### src/rtl/pmt_pkg.sv
package pmt_pkg;

   typedef enum logic [1:0] {
      REG_COUNT  = 2'd0,
      REG_PERIOD = 2'd1,
      REG_CTRL   = 2'd2,
      REG_SPARE  = 2'd3
   } reg_sel_e;

   localparam int CTL_EN_BIT  = 2;
   localparam int CTL_PS_LSB  = 3;
   localparam int PS_FIELD_W  = 4;
   localparam int PRE_FIELD_W = 2;
   localparam int CTL_USED_W  = CTL_PS_LSB + PS_FIELD_W;
   localparam int PRE_CNT_W   = 4;

   // last prescaler count value before a step is released
   function automatic logic [PRE_CNT_W-1:0] presc_last(input logic [PRE_FIELD_W-1:0] sel);
      if (sel[1])      return PRE_CNT_W'(15);
      else if (sel[0]) return PRE_CNT_W'(3);
      else             return '0;
   endfunction

endpackage

### src/rtl/pmt_prescaler.sv
module pmt_prescaler
   import pmt_pkg::*;
#(
   parameter int DIV_W = PRE_CNT_W
) (
   input  logic                   clk,
   input  logic                   rst_n,
   input  logic                   clr_i,
   input  logic                   tick_i,
   input  logic                   en_i,
   input  logic [PRE_FIELD_W-1:0] sel_i,
   output logic                   step_o
);

   generate
      if (DIV_W < PRE_CNT_W) begin : g_bad_width
         $error("pmt_prescaler: DIV_W too small for divide by 16");
      end
   endgenerate

   logic [DIV_W-1:0] div_q;
   logic [DIV_W-1:0] last;
   logic             live;

   assign last   = DIV_W'(presc_last(sel_i));
   assign live   = tick_i && en_i && !clr_i;
   assign step_o = live && (div_q == last);

   always_ff @(posedge clk or negedge rst_n) begin
      if (!rst_n)             div_q <= '0;
      else if (clr_i)         div_q <= '0;
      else if (live) begin
         if (div_q == last)   div_q <= '0;
         else                 div_q <= div_q + 1'b1;
      end
   end

endmodule

### src/rtl/pmt_count_core.sv
module pmt_count_core #(
   parameter int CNT_W = 8
) (
   input  logic             clk,
   input  logic             rst_n,
   input  logic             load_i,
   input  logic [CNT_W-1:0] load_val_i,
   input  logic             step_i,
   input  logic [CNT_W-1:0] period_i,
   output logic [CNT_W-1:0] cnt_o,
   output logic             hit_o,
   output logic             match_o
);

   logic [CNT_W-1:0] cnt_q;
   logic             match_q;

   assign hit_o   = step_i && !load_i && (cnt_q == period_i);
   assign cnt_o   = cnt_q;
   assign match_o = match_q;

   always_ff @(posedge clk or negedge rst_n) begin
      if (!rst_n)      cnt_q <= '0;
      else if (load_i) cnt_q <= load_val_i;
      else if (hit_o)  cnt_q <= '0;
      else if (step_i) cnt_q <= cnt_q + 1'b1;
   end

   always_ff @(posedge clk or negedge rst_n) begin
      if (!rst_n) match_q <= 1'b0;
      else        match_q <= hit_o;
   end

endmodule

### src/rtl/pmt_postscaler.sv
module pmt_postscaler #(
   parameter int  PS_W     = 4,
   parameter bit  USE_POST = 1'b1
) (
   input  logic            clk,
   input  logic            rst_n,
   input  logic            clr_i,
   input  logic            evt_i,
   input  logic [PS_W-1:0] ratio_i,
   output logic            done_o
);

   generate
      if (PS_W < 1) begin : g_bad_width
         $error("pmt_postscaler: PS_W must be at least 1");
      end
      if (USE_POST) begin : g_count
         logic [PS_W-1:0] evt_q;
         assign done_o = evt_i && !clr_i && (evt_q == ratio_i);
         always_ff @(posedge clk or negedge rst_n) begin
            if (!rst_n)       evt_q <= '0;
            else if (clr_i)   evt_q <= '0;
            else if (evt_i) begin
               if (evt_q == ratio_i) evt_q <= '0;
               else                  evt_q <= evt_q + 1'b1;
            end
         end
      end else begin : g_bypass
         assign done_o = evt_i;
      end
   endgenerate

endmodule

### src/rtl/period_match_timer.sv
module period_match_timer
   import pmt_pkg::*;
#(
   parameter int CNT_W    = 8,
   parameter bit USE_POST = 1'b1
) (
   input  logic             clk,
   input  logic             rst_n,
   input  logic             tick_i,
   input  logic             wr_en_i,
   input  logic [1:0]       wr_addr_i,
   input  logic [CNT_W-1:0] wr_data_i,
   input  logic [1:0]       rd_addr_i,
   output logic [CNT_W-1:0] rd_data_o,
   input  logic             irq_clr_i,
   output logic             match_o,
   output logic             irq_o
);

   generate
      if (CNT_W <= CTL_USED_W) begin : g_bad_width
         $error("period_match_timer: CNT_W must exceed the control field width");
      end
   endgenerate

   localparam logic [CNT_W-1:0] CTL_MASK = {{(CNT_W-CTL_USED_W){1'b0}}, {CTL_USED_W{1'b1}}};

   logic             cnt_wr, per_wr, ctl_wr, scaler_clr;
   logic [CNT_W-1:0] per_q, ctl_q, cnt_q;
   logic             step, hit, ps_done, irq_q;

   assign cnt_wr     = wr_en_i && (wr_addr_i == REG_COUNT);
   assign per_wr     = wr_en_i && (wr_addr_i == REG_PERIOD);
   assign ctl_wr     = wr_en_i && (wr_addr_i == REG_CTRL);
   assign scaler_clr = cnt_wr || ctl_wr;

   always_ff @(posedge clk or negedge rst_n) begin
      if (!rst_n)      per_q <= '1;
      else if (per_wr) per_q <= wr_data_i;
   end

   always_ff @(posedge clk or negedge rst_n) begin
      if (!rst_n)      ctl_q <= '0;
      else if (ctl_wr) ctl_q <= wr_data_i & CTL_MASK;
   end

   pmt_prescaler #(.DIV_W(PRE_CNT_W)) presc_i (
      .clk    (clk),
      .rst_n  (rst_n),
      .clr_i  (scaler_clr),
      .tick_i (tick_i),
      .en_i   (ctl_q[CTL_EN_BIT]),
      .sel_i  (ctl_q[PRE_FIELD_W-1:0]),
      .step_o (step)
   );

   pmt_count_core #(.CNT_W(CNT_W)) core_i (
      .clk        (clk),
      .rst_n      (rst_n),
      .load_i     (cnt_wr),
      .load_val_i (wr_data_i),
      .step_i     (step),
      .period_i   (per_q),
      .cnt_o      (cnt_q),
      .hit_o      (hit),
      .match_o    (match_o)
   );

   pmt_postscaler #(.PS_W(PS_FIELD_W), .USE_POST(USE_POST)) post_i (
      .clk     (clk),
      .rst_n   (rst_n),
      .clr_i   (scaler_clr),
      .evt_i   (hit),
      .ratio_i (ctl_q[CTL_PS_LSB +: PS_FIELD_W]),
      .done_o  (ps_done)
   );

   always_ff @(posedge clk or negedge rst_n) begin
      if (!rst_n)         irq_q <= 1'b0;
      else if (ps_done)   irq_q <= 1'b1;
      else if (irq_clr_i) irq_q <= 1'b0;
   end
   assign irq_o = irq_q;

   always_comb begin
      case (rd_addr_i)
         REG_COUNT:  rd_data_o = cnt_q;
         REG_PERIOD: rd_data_o = per_q;
         REG_CTRL:   rd_data_o = ctl_q;
         default:    rd_data_o = '0;
      endcase
   end

endmodule

### config.mk
export PLATFORM = sky130hd
export DESIGN_NAME = period_match_timer
export DESIGN_NICKNAME = d
export VERILOG_FILES = /design/src/rtl/pmt_pkg.sv /design/src/rtl/pmt_prescaler.sv /design/src/rtl/pmt_count_core.sv /design/src/rtl/pmt_postscaler.sv /design/src/rtl/period_match_timer.sv
export SDC_FILE = /design/constraint.sdc
export NUM_CORES = 1
export LEC_CHECK = 0
export ABC_AREA = 0
export BUFFER_PORTS_ARGS = -buffer_cell sky130_fd_sc_hd__buf_2
export CORE_AREA = 5 5 88 90
export DETAILED_ROUTE_END_ITERATION = 10
export DIE_AREA = 0 0 93 95
export PLACE_DENSITY = 0.43
export SYNTH_ARGS = -nofsm -noshare
export SYNTH_HDL_FRONTEND = slang
export SYNTH_HIERARCHICAL = 1
export SYNTH_SLANG_ARGS = --single-unit
### constraint.sdc
create_clock -name clk -period 5.1 [get_ports clk]
set_input_delay 1.02 -clock clk [delete_from_list [all_inputs] [get_ports clk]]
set_output_delay 1.02 -clock clk [all_outputs]
set_load 0.005 [all_outputs]
==> results of run 1 <==
[final cells by class]
type                            instances  area [um2]  area share, %
Sequential cell                        33         836           36.5
Inverter                                5        18.8          0.819
Clock buffer                            8        90.1           3.93
Multi-Input combinational cell        132        1090           47.6
Timing Repair Buffer                   29         153           6.66
Tap cell                               82         103           4.48
[layer usage]
layer	vias to the layer above	track usage [%]
met4	0	5.13
met5	-	0
li1	713	-
met3	9	3.51
met1	722	14.9
met2	26	18.7
[sequential cells by signal, summed over array words and instances (netlist names)]
name                  flops
core_i/cnt_o              8
core_i/match_o            1
ctl_q                     7
irq_o                     1
per_q                     8
post_i/g_count.evt_q      4
presc_i/div_q             4
[worst max path at each step]
stage                     cells past startpoint  slack (ns)                             endpoint
after global placement                        9        1.75          core_i/cnt_o[4]$_DFFE_PN0P_
final                                         4        1.95                         rd_data_o[3]
after CTS                                     4        1.91                         rd_data_o[3]
after global routing                          9        1.86          core_i/cnt_o[4]$_DFFE_PN0P_
after floorplan                              10        1.97  post_i/g_count.evt_q[2]$_DFFE_PN0P_
after detailed placement                      9        1.79          core_i/cnt_o[4]$_DFFE_PN0P_
[critical path, delay by kind of cell]
kind	cells	cell delay, ns
AO/OA/AOI/OAI	1	0.21
AND/OR/NAND/NOR	1	0.54
buffers and inverters	2	0.36
[where the power goes]
part	internal, W	total (W)	switching [W]
combinational	0.0000933	0.000179	0.0000856
sequential	0.000311	0.000365	0.0000537
clock	0.000110	0.000210	0.0000999
total	0.000514	0.000754	0.000239
[Yosys cell counts (all sizes together) (2+ instances only)]
| cell type | n |
|---|---|
| a2111oi | 3 |
| a211oi | 4 |
| a21oi | 3 |
| a22oi | 3 |
| and3 | 4 |
| buf | 6 |
| dfrtp | 25 |
| dfstp | 8 |
| ha | 3 |
| inv | 5 |
| mux2 | 17 |
| mux2i | 9 |
| nand2 | 10 |
| nand2b | 2 |
| nand3 | 7 |
| nand3b | 3 |
| nand4 | 4 |
| nor2 | 8 |
| nor2b | 4 |
| nor3 | 6 |
| o21ai | 4 |
| o2bb2ai | 7 |
| o31ai | 3 |
| o32ai | 2 |
| xnor2 | 8 |
| xor2 | 7 |
[stage by stage]
| step | setup WS (ns) | cell area [um2] | instances | hold WS (ns) | util [%] |
|---|---|---|---|---|---|
| detailed placement | 1.79 | 2200 | 281 | 0.464 | 31.5 |
| global placement | 1.75 | 2200 | 281 | 0.458 | 31.5 |
| finish | 1.95 | 2290 | 289 | 0.479 | 32.8 |
| CTS | 1.91 | 2290 | 289 | 0.480 | 32.8 |
| floorplan | 1.97 | 1990 | 177 | 0.477 | - |
| global route | 1.86 | 2290 | 289 | 0.503 | 32.8 |
[logic make-up (layout without fill, tap and decap cells)]
kind of cell               after synthesis  after routing  share of synthesized area [%]
adders and majority gates                3              3                           1.89
xor gates and xnor gates                15             15                           6.61
AOI/OAI and AO/OA                       34             34                           15.1
buffers and inverters                   12             42                           3.02
muxes                                   26             26                           14.2
and+or+nand+nor                         54             54                           17.1
DFF                                     33             33                           42.1
==> impl_metrics.json, run 1 <==
{
  "initial_utilization_pct": 28.5,
  "period_share_pct": 61.8,
  "grt_pass1_wl_um": 7880,
  "synthCells": 177,
  "cts_setup_buffers": 0,
  "htreeDepth": 2,
  "ys_ff_latch": 33,
  "rsz0062_at_grt": "no",
  "path_max_fanout": 9,
  "vias": 1470,
  "maxCapViolCount": 0,
  "firstDrtPassIters": 4,
  "fillers": 743,
  "rr_worst_depth": 10,
  "core_mm2": 0.00698,
  "r2r_slack_ns": 2.49,
  "final_cell_mix": "26 x buf_2, 25 x dfrtp_1, 17 x mux2_2",
  "critPathArrivalTime_ns": 2.13,
  "drc": 0,
  "clkTransAtPathRegs_ns": 0.07,
  "tritoncts": "yes",
  "synthTopCellsByArea": "dfrtp_1 31%, dfstp_2 11%, mux2_2 9.6%, mux2i_1 4.5%, xnor2_1 3.5%",
  "finalSetupTns_ns": 0,
  "hold_depth": 1,
  "wl_per_cell_um": 16.5,
  "nNetsFinal": 226,
  "status": "finished, final reports clean",
  "top_layer_used": "met4",
  "die-height_um": 95,
  "worstSetupStartpoint": "rd_addr_i[0]",
  "seq_area_frac_synth_pct": 42.1,
  "synth_ff_type": "dfrtp_1",
  "final_common_cell": "buf_2",
  "grt_max_degree": 34,
  "finalHoldViolCount": 0,
  "hp-class": "flop to flop",
  "powerDensity_mw_per_mm2": 329,
  "p_leak_nw": 0.988,
  "grt_pass1_vias": 1470,
  "clock_sinks": 33,
  "port_buffers": 26,
  "antennaDiodeCount": 0,
  "min_period_ns": 3.15,
  "yosysWarnings": 6,
  "synth_fp_nets": 197,
  "r2r_start": "ctl_q[1]$_DFFE_PN0P_",
  "crit_type": "input pin to output pin",
  "crit_path_start_kind": "input pin",
  "peakVddDrop_mv": 0.0973,
  "io_pins": 27,
  "crit_slowest_cell": "nor2b_1",
  "clk_path_buf_depth": 2,
  "crit_chain": "buf_2 > nor2b_1 > o2bb2ai_1 > buf_2",
  "grt_overflow_total": 0,
  "fin_worst_skew_ns": 0.00727,
  "worstSkewPairLatency_ns": 0.29,
  "min_to": "irq_o$_DFFE_PN0P_",
  "drt-total-wl_um": 4760,
  "critPathMaxStageDelay_ns": 0.54,
  "end_kind": "output pin",
  "synth_top_area_share_pct": 31.5,
  "rows": 31,
  "root_buffer": "clkbuf_8",
  "synth_top_area_cell": "dfrtp_1",
  "total_power_w": 0.000754,
  "cts_made_buffers": 5,
  "drt-met1-wl_um": 2220,
  "area_delta_synth_final_pct": 15.3,
  "antenna_left": 0,
  "worstPathRequired_ns": 4.08,
  "worstMarginPinSlew_ns": 0.921,
  "fmax_ghz": 0.317,
  "finalWeightedCongestion": 0.766,
  "synth_edf_count": 0,
  "ys_types": 47,
  "r2r_end": "post_i/g_count.evt_q[2]$_DFFE_PN0P_",
  "drtIter0Drc": 67,
  "grtUsageTotal_pct": 11.8,
  "synth_area_per_cell_um2": 11.2,
  "setup_viol": 0,
  "syn_area_mm2": 0.00199,
  "post_cts_resized": 0,
  "synthArstFlopShare_pct": 100,
  "via_per_inst": 5.09,
  "max_slew_margin_pct": 38.5,
  "hpwl_um": 3430,
  "hp-start": "irq_o$_DFFE_PN0P_",
  "die_area_mm2": 0.00884,
  "antenna_found_initial": 0,
  "die_x_um": 93,
  "ctsHoldBuffers": 0,
  "layout-drive-gt1-share_pct": 36.2,
  "met3_length_um": 206,
  "drv_slew": 0,
  "critPathMostFrequentCell": "buf_2",
  "wl_met2_um": 2240
}
No activity file was read; power rests on OpenSTA's default activity.
==> run 2: changes to the inputs <==
--- a/config.mk
+++ b/config.mk
@@ -10,7 +10,7 @@
 export CORE_AREA = 5 5 88 90
 export DETAILED_ROUTE_END_ITERATION = 10
 export DIE_AREA = 0 0 93 95
-export PLACE_DENSITY = 0.43
+export PLACE_DENSITY = 0.45
 export SYNTH_ARGS = -nofsm -noshare
 export SYNTH_HDL_FRONTEND = slang
 export SYNTH_HIERARCHICAL = 1
==> constraint.sdc (replaced) <==
create_clock -name clk -period 2.8 [get_ports clk]
set_input_delay 0.56 -clock clk [delete_from_list [all_inputs] [get_ports clk]]
set_output_delay 0.56 -clock clk [all_outputs]
set_load 0.005 [all_outputs]
==> run 2 against run 1 <==
Net effect:
- clock skew hardly changed
- first-iteration DRC count down 36%
- critical path depth up 5
- largest power group unchanged
- highest routed layer unchanged
==> impl_metrics.json, run 2 (synthesis gave the netlist of run 1 again) <==
{
  "antennaDiodeCount": 0,
  "worstMarginPinSlew_ns": 0.778,
  "finalWeightedCongestion": 0.800,
  "cp.depth": 9,
  "crit_buf_inv": 0,
  "internal-power_w": 0.000908,
  "fin_worst_skew_ns": 0.00719,
  "fillers": 728,
  "fin_util_pct": 33.0,
  "setup_viol": 0,
  "crit_type": "flop to flop",
  "period_share_pct": 83.5,
  "via_per_inst": 5.08,
  "p_leak_nw": 0.997,
  "worstSkewPairLatency_ns": 0.29,
  "multi_input_area_mm2": 0.00109,
  "clkTransAtPathRegs_ns": 0.08,
  "io_pins": 27,
  "path_max_fanout": 6,
  "grt_pass1_wl_um": 7840,
  "powerDensity_mw_per_mm2": 588,
  "finalHoldViolCount": 0,
  "rows": 31,
  "crit_path_start_kind": "flop",
  "port_buffers": 26,
  "ctsHoldBuffers": 0,
  "die_area_mm2": 0.00884,
  "core_mm2": 0.00698,
  "drt-total-wl_um": 4690,
  "final_cell_mix": "26 x buf_2, 25 x dfrtp_1, 17 x mux2_2",
  "antenna_left": 0,
  "rsz0062_at_grt": "no",
  "tritoncts": "yes",
  "finalSetupTns_ns": 0,
  "grt_overflow_total": 0,
  "hp-class": "input pin to async pin",
  "clk_path_buf_depth": 2,
  "status": "finished, final reports clean",
  "drc": 0,
  "firstDrtPassIters": 4,
  "critPathArrivalTime_ns": 2.53,
  "fmax_ghz": 0.428,
  "drv_slew": 0,
  "crit_slowest_cell": "dfrtp_1",
  "initial_utilization_pct": 28.5,
  "die_x_um": 93,
  "vias": 1479,
  "grt_pass1_vias": 1489,
  "crit_chain": "nand3_2 > or2_0 > a211oi_1 > and2b_4 > nand2_2 > nor3_4 > nand2_1 > mux2_2 > o32ai_1",
  "max_slew_margin_pct": 48.2,
  "netSwitchingFraction_pct": 32.9,
  "cts_made_buffers": 5,
  "nNetsFinal": 228,
  "min_period_ns": 2.34,
  "peakVddDrop_mv": 0.146,
  "wl_per_cell_um": 16.1,
  "power_frac_seq_pct": 48.9,
  "register_area_um2": 836,
  "antenna_found_initial": 0,
  "cts_setup_buffers": 0,
  "clock_sinks": 33,
  "post_cts_resized": 0,
  "htreeDepth": 2,
  "p_clk_share_pct": 26.9,
  "critPathMaxStageDelay_ns": 0.45,
  "place_inst": 283,
  "maxCapViolCount": 0,
  "area_delta_synth_final_pct": 15.9,
  "grtUsageTotal_pct": 11.5,
  "instances_no_fill": 291,
  "layout-drive-gt1-share_pct": 37.8,
  "die-height_um": 95,
  "pwr-share-comb_pct": 24.1,
  "p_switching_w": 0.000446,
  "rr_worst_depth": 9,
  "hpwl_um": 3460,
  "worstPathRequired_ns": 3.00,
  "crit_family": "simple AND/OR/NAND/NOR gates",
  "final_common_cell": "buf_2",
  "end_kind": "flop",
  "root_buffer": "clkbuf_8",
  "grt_max_degree": 34,
  "drtIter0Drc": 43
}
[run 2: cell types whose count changed in the layout (fill, tap and decap cells not counted)]
cell,delta
buf_4,+2
clkinv_2,+2
clkbuf_1,-2
clkinvlp_4,+1
clkbuf_8,-1
[run 2: stage by stage]
step / cell area, um2 / setup slack [ns] / hold WS, ns / total power, W
after floorplan: 1990 / 0.132 / 0.264 / 0.000888
after global placement: 2220 / 0.538 / 0.460 / 0.00101
after detailed placement: 2220 / 0.425 / 0.468 / 0.00100
after CTS: 2300 / 0.466 / 0.381 / 0.00138
after global routing: 2300 / 0.244 / 0.407 / 0.00144
final: 2300 / 0.463 / 0.344 / 0.00135
[run 2: area by class of cell]
| cell class | instances | area share (%) |
|---|---|---|
| Clock buffer | 5 | 2.99 |
| Clock inverter | 3 | 0.761 |
| Tap cell | 82 | 4.46 |
| Timing Repair Buffer | 31 | 7.28 |
| Inverter | 5 | 0.815 |
| Multi-Input combinational cell | 132 | 47.4 |
| Sequential cell | 33 | 36.3 |
[run 2: final timing paths]
check	startpoint	slack (ns)	to
hold / removal	rst_n	0.34	core_i/cnt_o[5]$_DFFE_PN0P_
setup reg to reg	presc_i/div_q[0]$_DFFE_PN0P_	0.46	post_i/g_count.evt_q[2]$_DFFE_PN0P_
setup / recovery	presc_i/div_q[0]$_DFFE_PN0P_	0.46	post_i/g_count.evt_q[2]$_DFFE_PN0P_
min in group clk	irq_o$_DFFE_PN0P_	0.48	irq_o$_DFFE_PN0P_
max in group asynchronous	rst_n	1.95	presc_i/div_q[3]$_DFFE_PN0P_
hold reg to reg	irq_o$_DFFE_PN0P_	0.48	irq_o$_DFFE_PN0P_
[run 2: routing by layer]
metal  track usage (%)  vias up  share of wire (%)
met1              15.7      721                 49
met3              2.79        5                3.8
li1                  -      720                  -
met4              2.93        0               0.81
met2              18.3       33                 47
met5                 0        -                  0
[run 2: power groups by stage]
| stage | clock [W] | combinational [W] | sequential [W] |
|---|---|---|---|
| 2_1_floorplan | 0 | 0.000249 | 0.000639 |
| 3_3_place_gp | 0 | 0.000333 | 0.000672 |
| 3_5_place_dp | 0 | 0.000334 | 0.000670 |
| 4_1_cts | 0.000381 | 0.000334 | 0.000663 |
| 5_1_grt | 0.000398 | 0.000367 | 0.000676 |
| 6_report | 0.000365 | 0.000327 | 0.000662 |
==> run 3: changes to the inputs <==
--- a/config.mk
+++ b/config.mk
@@ -10,7 +10,7 @@
 export CORE_AREA = 5 5 88 90
 export DETAILED_ROUTE_END_ITERATION = 10
 export DIE_AREA = 0 0 93 95
-export PLACE_DENSITY = 0.45
+export PLACE_DENSITY = 0.43
 export SYNTH_ARGS = -nofsm -noshare
 export SYNTH_HDL_FRONTEND = slang
 export SYNTH_HIERARCHICAL = 1
==> constraint.sdc (replaced) <==
create_clock -name clk -period 2.17 [get_ports clk]
set_input_delay 0.434 -clock clk [delete_from_list [all_inputs] [get_ports clk]]
set_output_delay 0.434 -clock clk [all_outputs]
set_load 0.005 [all_outputs]
==> run 3 against run 2 <==
Net effect:
- combinational power up 56%
- hold slack worse by 0.12 ns
- global-route usage up 0.43 points
- clock power up 24%
- die area unchanged
- sequential cell count unchanged
- maximum frequency up 14%
- setup slack worse by 0.34 ns
- register-to-register slack worse by 0.34 ns
- final area up 5.5%
==> impl_metrics.json, run 3 (synthesis gave the netlist of run 1 again) <==
{
  "status": "finished, final reports clean",
  "grt_pass1_wl_um": 8050,
  "crit_slowest_cell": "dfrtp_1",
  "die-height_um": 95,
  "final_cell_mix": "26 x buf_2, 25 x dfrtp_1, 19 x buf_4",
  "min_period_ns": 2.05,
  "clock_sinks": 33,
  "firstDrtPassIters": 4,
  "final_common_cell": "buf_2",
  "initial_utilization_pct": 28.5,
  "place_ws_ns": 0.104,
  "finalWorstSetupSlack_ns": 0.121,
  "path_max_fanout": 3,
  "die_x_um": 93,
  "grt_pass1_vias": 1547,
  "critPathMaxStageDelay_ns": 0.40,
  "hpwl_um": 3610,
  "drtIter0Drc": 37,
  "antenna_found_initial": 0,
  "drt-total-wl_um": 4850,
  "worstPathRequired_ns": 2.36,
  "area_delta_synth_final_pct": 22.3,
  "fin_worst_skew_ns": 0.00544,
  "tritoncts": "yes",
  "clkTransAtPathRegs_ns": 0.07,
  "via_per_inst": 4.91,
  "r2r_start": "ctl_q[1]$_DFFE_PN0P_",
  "grtUsageTotal_pct": 11.9,
  "grt_max_degree": 34,
  "die_area_mm2": 0.00884,
  "crit_buf_inv": 0,
  "crit_chain": "nor3_2 > o21ai_1 > a211oi_2 > and2b_4 > nand2_4 > nor3_4 > nand2_1 > mux2_4 > o32ai_2",
  "drv_slew": 0,
  "maxCapViolCount": 0,
  "htreeDepth": 2,
  "clk_path_buf_depth": 2,
  "fillers": 725,
  "wl_per_cell_um": 15.9,
  "p_leak_nw": 1.08,
  "period_share_pct": 94.4,
  "io_pins": 27,
  "root_buffer": "clkbuf_8",
  "worstSkewPairLatency_ns": 0.29,
  "cts_made_buffers": 5,
  "end_kind": "flop",
  "ctsHoldBuffers": 0,
  "vias": 1499,
  "crit_type": "flop to flop",
  "core_mm2": 0.00698,
  "rows": 31,
  "layout-drive-gt1-share_pct": 42.2,
  "finalSetupTns_ns": 0,
  "hp-class": "input pin to async pin",
  "powerDensity_mw_per_mm2": 741,
  "worstMarginPinSlew_ns": 0.792,
  "r2r_slack_ns": 0.12,
  "peakVddDrop_mv": 0.229,
  "port_buffers": 26,
  "crit_path_start_kind": "flop",
  "nNetsFinal": 242,
  "rr_worst_depth": 9,
  "drc": 0,
  "r2r_end": "post_i/g_count.evt_q[2]$_DFFE_PN0P_",
  "antennaDiodeCount": 0,
  "rsz0062_at_grt": "yes",
  "finalWeightedCongestion": 0.740,
  "max_slew_margin_pct": 47.2,
  "crit_family": "simple AND/OR/NAND/NOR gates",
  "antenna_left": 0,
  "grt_overflow_total": 0,
  "worstSetupStartpoint": "ctl_q[1]$_DFFE_PN0P_",
  "critPathArrivalTime_ns": 2.24,
  "fmax_ghz": 0.488,
  "finalHoldViolCount": 0,
  "setup_viol": 0
}
-- run 3: cell count changes in the layout (fill, tap and decap cells not counted), sizes merged --
cell	previous run	this run
buf	31	45
clkbuf	5	8
clkinv	2	0
clkinvlp	1	0
-- run 3: repair_timing --
item                       in CTS  in global routing
gates resized for setup         0                  4
buffers inserted                0                  5
setup endpoints to repair       0                  5
-- run 3: power breakdown --
group | total [W] | internal [W] | leakage [nW] | switching, W
sequential | 0.000837 | 0.000731 | 0.396 | 0.000105
clock | 0.000454 | 0.000228 | 0.0395 | 0.000226
combinational | 0.000509 | 0.000274 | 0.643 | 0.000236
total | 0.00180 | 0.00123 | 1.08 | 0.000568
-- run 3: how the worst max path moves through the flow --
stage	end	depth (start not counted)
floorplan	post_i/g_count.evt_q[2]$_DFFE_PN0P_	11
global placement	post_i/g_count.evt_q[3]$_DFFE_PN0P_	10
detailed placement	post_i/g_count.evt_q[2]$_DFFE_PN0P_	9
CTS	post_i/g_count.evt_q[2]$_DFFE_PN0P_	9
global route	post_i/g_count.evt_q[2]$_DFFE_PN0P_	9
finish	post_i/g_count.evt_q[2]$_DFFE_PN0P_	9
-- run 3: routing by layer --
layer / vias up / routed length [um] / GRT usage [%]
met4: 0 / 72 / 5.13
met2: 23 / 2340 / 19.1
li1: 749 / - / -
met1: 720 / 2290 / 15.3
met3: 7 / 150 / 2.87
met5: - / 0 / 0
-- run 3: through the flow --
step                      area, um2  hold WS [ns]  utilization, %  cells  power [W]
after detailed placement       2300         0.464            32.9    292    0.00134
after CTS                      2380         0.262            34.0    300    0.00182
after global placement         2300         0.465            32.9    292    0.00135
after global routing           2430         0.296            34.8    305    0.00192
final                          2430         0.227            34.8    305    0.00180
after floorplan                2010         0.138               -    177    0.00115
-- run 3: worst register-to-register path, stage by stage (launching register included) --
cell      delay, ns
dfrtp_1        0.40
nor3_2         0.21
o21ai_1        0.12
a211oi_2       0.28
and2b_4        0.22
nand2_4        0.05
nor3_4         0.14
nand2_1        0.07
mux2_4         0.27
o32ai_2        0.19
-- run 3: area by class of cell --
class / instances / area (um2) / share of cell area [%]
Clock buffer: 8 / 80.1 / 3.30
Inverter: 5 / 18.8 / 0.772
Multi-Input combinational cell: 132 / 1120 / 46.1
Sequential cell: 33 / 836 / 34.4
Tap cell: 82 / 103 / 4.22
Timing Repair Buffer: 45 / 273 / 11.2
